`config.mk`:
```
export PLATFORM = sky130hd
export DESIGN_NAME = pin_glitch_filter
export DESIGN_NICKNAME = d
export VERILOG_FILES = /design/src/rtl/glf_pkg.sv /design/src/rtl/glf_sync.sv /design/src/rtl/glf_ctrl.sv /design/src/rtl/glf_prescaler.sv /design/src/rtl/glf_core.sv /design/src/rtl/pin_glitch_filter.sv
export SDC_FILE = /design/constraint.sdc
export NUM_CORES = 1
export LEC_CHECK = 0
export ABC_CLOCK_PERIOD_IN_PS = 2750
export CAP_MARGIN = 25
export CORE_AREA = 2 2 45 63
export DETAILED_ROUTE_END_ITERATION = 10
export DIE_AREA = 0 0 47 65
export HOLD_SLACK_MARGIN = 0.03
export PLACE_DENSITY = 0.64
export SYNTH_ARGS = -nofsm -noshare
export SYNTH_HDL_FRONTEND = slang
export SYNTH_SLANG_ARGS = --single-unit
export TNS_END_PERCENT = 30
```
`constraint.sdc`:
```
create_clock -name clk -period 2.75 [get_ports clk]
set_clock_uncertainty 0.15 [all_clocks]
set_input_delay 0.55 -clock clk [delete_from_list [all_inputs] [get_ports clk]]
set_output_delay 0.55 -clock clk [all_outputs]
set_load 0.02 [all_outputs]
```
`src/rtl/glf_pkg.sv`:
```
// Package: shared constants, control register type and divider decode for
// the programmable input noise filter. Assumes divisors are powers of two.
package glf_pkg;

    localparam int CTRL_W    = 8;
    localparam int EN_BIT    = 7;
    localparam int SEL_W     = 3;
    localparam int NUM_CODES = 6;
    localparam int MAX_SHIFT = 9;
    localparam int CNT_W     = MAX_SHIFT;

    typedef struct packed {
        logic             en;
        logic [SEL_W-1:0] sel;
    } ctrl_t;

    // Report whether a divider code is one of the supported ones.
    function automatic logic code_ok(input logic [SEL_W-1:0] code);
        return (int'(code) < NUM_CODES);
    endfunction

    // Return the terminal count (divisor minus one) for a divider code.
    function automatic logic [CNT_W-1:0] div_last(input logic [SEL_W-1:0] code);
        int sh;
        case (code)
            3'd0:    sh = 2;
            3'd1:    sh = 4;
            3'd2:    sh = 6;
            3'd3:    sh = 7;
            3'd4:    sh = 8;
            default: sh = MAX_SHIFT;
        endcase
        return CNT_W'((1 << sh) - 1);
    endfunction

endpackage

```
`src/rtl/glf_sync.sv`:
```
// Module: glf_sync
// Brings an asynchronous input into the clock domain through a chain of
// flops. Assumes STAGES >= 2. Resets to zero.
module glf_sync #(
    parameter int STAGES = 2
) (
    input  logic clk,
    input  logic rst_n,
    input  logic d_i,
    output logic q_o
);

    logic [STAGES-1:0] chain;

    // Shift the raw input through the synchronizing chain.
    always_ff @(posedge clk) begin
        if (!rst_n) chain <= '0;
        else        chain <= {chain[STAGES-2:0], d_i};
    end

    assign q_o = chain[STAGES-1];

endmodule

```
`src/rtl/glf_ctrl.sv`:
```
// Module: glf_ctrl
// Byte-wide control register. It holds the enable bit and the divider code.
// A reserved code leaves the stored code untouched. An accepted code raises
// sel_load_o in the write cycle so that the divider can restart.
module glf_ctrl
    import glf_pkg::*;
(
    input  logic              clk,
    input  logic              rst_n,
    input  logic              wr_i,
    input  logic [CTRL_W-1:0] wdata_i,
    output ctrl_t             ctrl_o,
    output logic              sel_load_o,
    output logic [CTRL_W-1:0] rdata_o
);

    ctrl_t            ctrl_q;
    logic [SEL_W-1:0] wcode;
    logic             unused_wbits;

    assign wcode        = wdata_i[SEL_W-1:0];
    assign unused_wbits = ^wdata_i[EN_BIT-1:SEL_W];
    assign sel_load_o   = wr_i && code_ok(wcode);

    // Store the enable bit on any write and the code only when it is valid.
    always_ff @(posedge clk) begin
        if (!rst_n) begin
            ctrl_q <= '0;
        end else if (wr_i) begin
            ctrl_q.en <= wdata_i[EN_BIT];
            if (code_ok(wcode)) ctrl_q.sel <= wcode;
        end
    end

    // Assemble the read value; bits that are not used read as zero.
    always_comb begin
        rdata_o                = '0;
        rdata_o[EN_BIT]        = ctrl_q.en;
        rdata_o[SEL_W-1:0]     = ctrl_q.sel;
    end

    assign ctrl_o = ctrl_q;

endmodule

```
`src/rtl/glf_prescaler.sv`:
```
// Module: glf_prescaler
// Free-running divider that produces a one-clock sampling tick once every
// divisor clocks. It restarts from zero when restart_i is high.
module glf_prescaler
    import glf_pkg::*;
(
    input  logic             clk,
    input  logic             rst_n,
    input  logic [SEL_W-1:0] sel_i,
    input  logic             restart_i,
    output logic             tick_o
);

    logic [CNT_W-1:0] cnt;
    logic [CNT_W-1:0] last;

    assign last   = div_last(sel_i);
    assign tick_o = (cnt == last);

    // Count up to the terminal value, wrap, or restart on a code write.
    always_ff @(posedge clk) begin
        if (!rst_n)              cnt <= '0;
        else if (restart_i)      cnt <= '0;
        else if (tick_o)         cnt <= '0;
        else                     cnt <= cnt + CNT_W'(1);
    end

endmodule

```
`src/rtl/glf_core.sv`:
```
// Module: glf_core
// Majority-free voting filter. On each tick it takes a sample, and it
// accepts a new level only when the last VOTES samples agree. When bypassed,
// the output and the history follow the input every clock.
module glf_core #(
    parameter int VOTES = 3
) (
    input  logic clk,
    input  logic rst_n,
    input  logic en_i,
    input  logic tick_i,
    input  logic sample_i,
    output logic level_o
);

    localparam int HIST_W = VOTES - 1;

    logic [HIST_W-1:0] hist;
    logic [VOTES-1:0]  window;
    logic              filt_q;
    logic              all_high;
    logic              all_low;

    assign window   = {hist, sample_i};
    assign all_high = &window;
    assign all_low  = ~|window;

    // Keep the sample history: follow the input when bypassed, else shift on tick.
    always_ff @(posedge clk) begin
        if (!rst_n)      hist <= '0;
        else if (!en_i)  hist <= {HIST_W{sample_i}};
        else if (tick_i) hist <= window[HIST_W-1:0];
    end

    // Update the output level: pass through when bypassed, else vote on tick.
    always_ff @(posedge clk) begin
        if (!rst_n)                   filt_q <= 1'b0;
        else if (!en_i)               filt_q <= sample_i;
        else if (tick_i && all_high)  filt_q <= 1'b1;
        else if (tick_i && all_low)   filt_q <= 1'b0;
    end

    assign level_o = filt_q;

endmodule

```
`src/rtl/pin_glitch_filter.sv`:
```
// Module: pin_glitch_filter (top)
// Programmable digital noise filter for one interrupt input. It contains
// the synchronizer, the control register, the prescaler and the voting core,
// and it produces the filtered level plus edge strobes. Assumes a single clock.
module pin_glitch_filter
    import glf_pkg::*;
#(
    parameter int SYNC_STAGES = 2,
    parameter int VOTES       = 3
) (
    input  logic              clk,
    input  logic              rst_n,
    input  logic              pin_i,
    input  logic              reg_wr_i,
    input  logic [CTRL_W-1:0] reg_wdata_i,
    output logic [CTRL_W-1:0] reg_rdata_o,
    output logic              level_o,
    output logic              rise_o,
    output logic              fall_o
);

    ctrl_t ctrl;
    logic  sel_load;
    logic  sync_lvl;
    logic  presc_tick;
    logic  level;
    logic  level_d;

    glf_sync #(.STAGES(SYNC_STAGES)) u_sync (
        .clk   (clk),
        .rst_n (rst_n),
        .d_i   (pin_i),
        .q_o   (sync_lvl)
    );

    glf_ctrl u_ctrl (
        .clk        (clk),
        .rst_n      (rst_n),
        .wr_i       (reg_wr_i),
        .wdata_i    (reg_wdata_i),
        .ctrl_o     (ctrl),
        .sel_load_o (sel_load),
        .rdata_o    (reg_rdata_o)
    );

    glf_prescaler u_presc (
        .clk       (clk),
        .rst_n     (rst_n),
        .sel_i     (ctrl.sel),
        .restart_i (sel_load),
        .tick_o    (presc_tick)
    );

    glf_core #(.VOTES(VOTES)) u_core (
        .clk      (clk),
        .rst_n    (rst_n),
        .en_i     (ctrl.en),
        .tick_i   (presc_tick),
        .sample_i (sync_lvl),
        .level_o  (level)
    );

    // Remember the previous filtered level for edge detection.
    always_ff @(posedge clk) begin
        if (!rst_n) level_d <= 1'b0;
        else        level_d <= level;
    end

    assign level_o = level;
    assign rise_o  = level & ~level_d;
    assign fall_o  = ~level & level_d;

endmodule

```
==> results.txt <==
- The multi-input combinational cells in the finished layout cover a total of 533.0 sq um.
- Of the cells placed in the final design, the portion with a size suffix greater than 1 is 10.43%.
- Average size of a mapped cell: 9.597 sq um
* Effective utilization at floorplan: 37.90%
- The first routing iteration left 8 violations.
- CP top delay family: buffers and inverters
* Worst-case vdd ir drop: 0.2484 mV
* Synthesis-to-layout area growth: 18.77%
* Post-Route Hold Slack: 0.3104 ns
* Number of enable-type register cells in the synthesized netlist: 0
- Via total after detailed routing: 748
* Global-route wire length before repair: 3.036 mm
* Flop-to-flop setup slack: 0.87 ns
- At the worst endpoint, the required time is 2.05 ns.
* Warning count from the yosys run: 0
* Routed wire length: 1.661 mm
* Number of global-route vias before repair: 749
* Library cell contributing the largest single delay on the critical path: sky130_fd_sc_hd__clkdlybuf4s50_1
- In the synthesized netlist the dominant register cell turns out to be sky130_fd_sc_hd__dfxtp_1.
- The floorplan step set the die height to 65 um.
- CTS max path bufs: 2
- Share of Yosys cell area claimed by the top area cell type: 39.63%
* Flip-flop and latch count after synthesis: 19
* Initial antenna violation count: 0
- Measured on the finished design, the core utilization comes to 45.01%.
- For this run, design rule violations remaining after detail routing come to 0.
- Total area of sequential cells: 380.4 sq um
- After clock tree synthesis, the clock-pin slew on the worst setup and hold paths is 0.10 ns.
* Final critical-path required period: 2.219 ns
- Number of violations of the max-capacitance limit: 0
* Overflow after GRT: 0
- The mapped netlist covers 959.7 sq um.
- Leakage Power: 0.4078 nW
* Number of hold buffers added after CTS: 0
- The signal on the critical path passes through clkdlybuf4s50_1.
- The number of placed instances, taps included, is 147.
* Library cell with the largest summed area after synthesis: sky130_fd_sc_hd__dfxtp_1
- Buffers inserted during clock tree synthesis total 3.
- The path class of the tightest hold or removal check is register to register.
* CP Data Arrival Time: 1.52 ns
- Max-slew violation total from the final report: 0
- Ports: 23
- The share of the Yosys chip area taken by registers is 39.63%.
- The flow ran to the end, and the final reports show no timing, DRC or antenna violations.
- Top cells by area in the synthesized netlist: sky130_fd_sc_hd__dfxtp_1 (40%), sky130_fd_sc_hd__nor2_1 (5.5%), sky130_fd_sc_hd__xor2_1 (4.6%)
* CTS tree: done
- Of all flip-flops after synthesis, the portion carrying an async set or reset was 0%.
* Post-synthesis instance total: 100
- HPWL after DPL: 1.314 mm
- Average wire length per cell after detail routing: 11.00 um
- Total inserted antenna cells: 0
- Highest achievable clock rate: 450.6 MHz
- PostCTS Resize Cnt: 0
* Final setup TNS: 0 ns
- Number of filler instances in the final layout: 263
* Die W: 47 um
- Critical Path Start Type: register
- PD cells: 434.1 nW/um^2
* Setup fix buffers added after clock tree synthesis: 0
- Final ANT Viol Nets: 0
- In the routed layout, each cell is associated on average with a via count of 4.954.
- Core footprint: 2532 sq um
* Global routing usage summed across all routing layers: 13.01%
- CTS saw 19 sinks.
* Number of hold-slack violations in the final timing report: 0
- Die area: 3055 sq um
* RePlAce Congestion: 0.6864
* Source-to-sink clock delay at the later pin of the worst-skew pair: 0.28 ns
- Worst Setup End Kind: output pin
- Total Power Consumption: 0.4948 mW
* Setup repair after global routing missed its margin: no
- CTS placed an instance of sky130_fd_sc_hd__clkbuf_4 at the clock tree root.
* Number of distinct standard cells referenced by the synthesized netlist: 36
- Pin count of the biggest net entering global routing: 11
* Kind of critical path: register to output pin
- Drt first pass iters: 2
* H-tree depth reported by CTS: 1
* Maximum fanout along the worst path: 9
- Port buffering added 14 buffers.
- Period utilization: 80.70%
* Final Setup Violations: 0
- Number of cell rows: 22
- Most used standard cells in the synthesized netlist: sky130_fd_sc_hd__dfxtp_1 (19), sky130_fd_sc_hd__nor2_1 (14), sky130_fd_sc_hd__nand2_1 (6), sky130_fd_sc_hd__nand3_1 (6)
* Number of standard cells in the layout, taps in and fillers out: 151
- After the last flow step, the layout net total stands at 129.
- Crit path buffers/inverters: 1
* Most frequently used cell type in the post-synthesis netlist: sky130_fd_sc_hd__dfxtp_1
- On the worst path, the slowest cell contributes a delay of 0.68 ns.
[logic make-up after synthesis]
kind of cell,after synthesis,share of synthesized area (%)
AO/OA/AOI/OAI,18,20.47
XOR/XNOR,7,6.389
adder cells (fa/ha/maj),1,1.304
buffers and inverters,10,5.997
flip-flops,19,39.63
multiplexers,2,2.216
other,1,0.3908
AND/OR/NAND/NOR,42,23.60
[power by group]
group / switching [mW] / internal [mW] / total (mW) / leakage (nW)
clock network: 0.0783 / 0.0563 / 0.135 / 0.0150
logic: 0.0325 / 0.0318 / 0.0643 / 0.238
registers: 0.0125 / 0.283 / 0.296 / 0.155
total: 0.123 / 0.371 / 0.495 / 0.408
[stage by stage]
step / area, sq um / setup slack (ns)
2_1_floorplan: 970.9 / 0.8762
3_3_place_gp: 1114 / 0.8430
3_5_place_dp: 1114 / 0.8465
4_1_cts: 1140 / 0.5115
5_1_grt: 1140 / 0.4481
6_report: 1140 / 0.5307
[state kept, by name (all words and copies together), names as in the netlist]
| name | count |
|---|---|
| level_d | 1 |
| u_presc.cnt | 9 |
| u_sync.chain | 2 |
| u_ctrl.ctrl_o | 4 |
| u_core.level_o | 1 |
| u_core.hist | 2 |
[layout by cell type (no fill, tap or decap), types with 4 or more instances in the layout]
master,synthesis,final
sky130_fd_sc_hd__nand3_1,6,6
sky130_fd_sc_hd__inv_1,4,4
sky130_fd_sc_hd__xor2_1,5,5
sky130_fd_sc_hd__dfxtp_1,19,19
sky130_fd_sc_hd__nand2_1,6,6
sky130_fd_sc_hd__conb_1,1,4
sky130_fd_sc_hd__nor2_1,14,14
sky130_fd_sc_hd__clkdlybuf4s50_1,0,14
sky130_fd_sc_hd__and2_1,5,5
[layer usage]
metal	vias to the layer above	track usage, %	wire length (um)
met5	-	0	0
met4	0	5.903	16
met3	2	1.950	32
met2	6	23.12	921
met1	364	14.21	691
li1	376	-	-
[path summary, 6_finish.rpt]
check	cells after the start	startpoint	endpoint
max reg2reg	5	u_ctrl.ctrl_o[1]	u_core.level_o
max	1	u_ctrl.ctrl_o[2]	reg_rdata_o[2]
min reg2reg	1	u_sync.chain[0]	u_sync.chain[1]
min	1	u_sync.chain[0]	u_sync.chain[1]
[cell type report]
class	instances	share of cell area (%)
repair buffers	14	12.29
inverters	4	1.317
flip-flops and latches	19	33.37
clock buffers	4	2.305
multi-input cells	74	46.76
well taps	36	3.952
(Power assumes the default switching activity.)
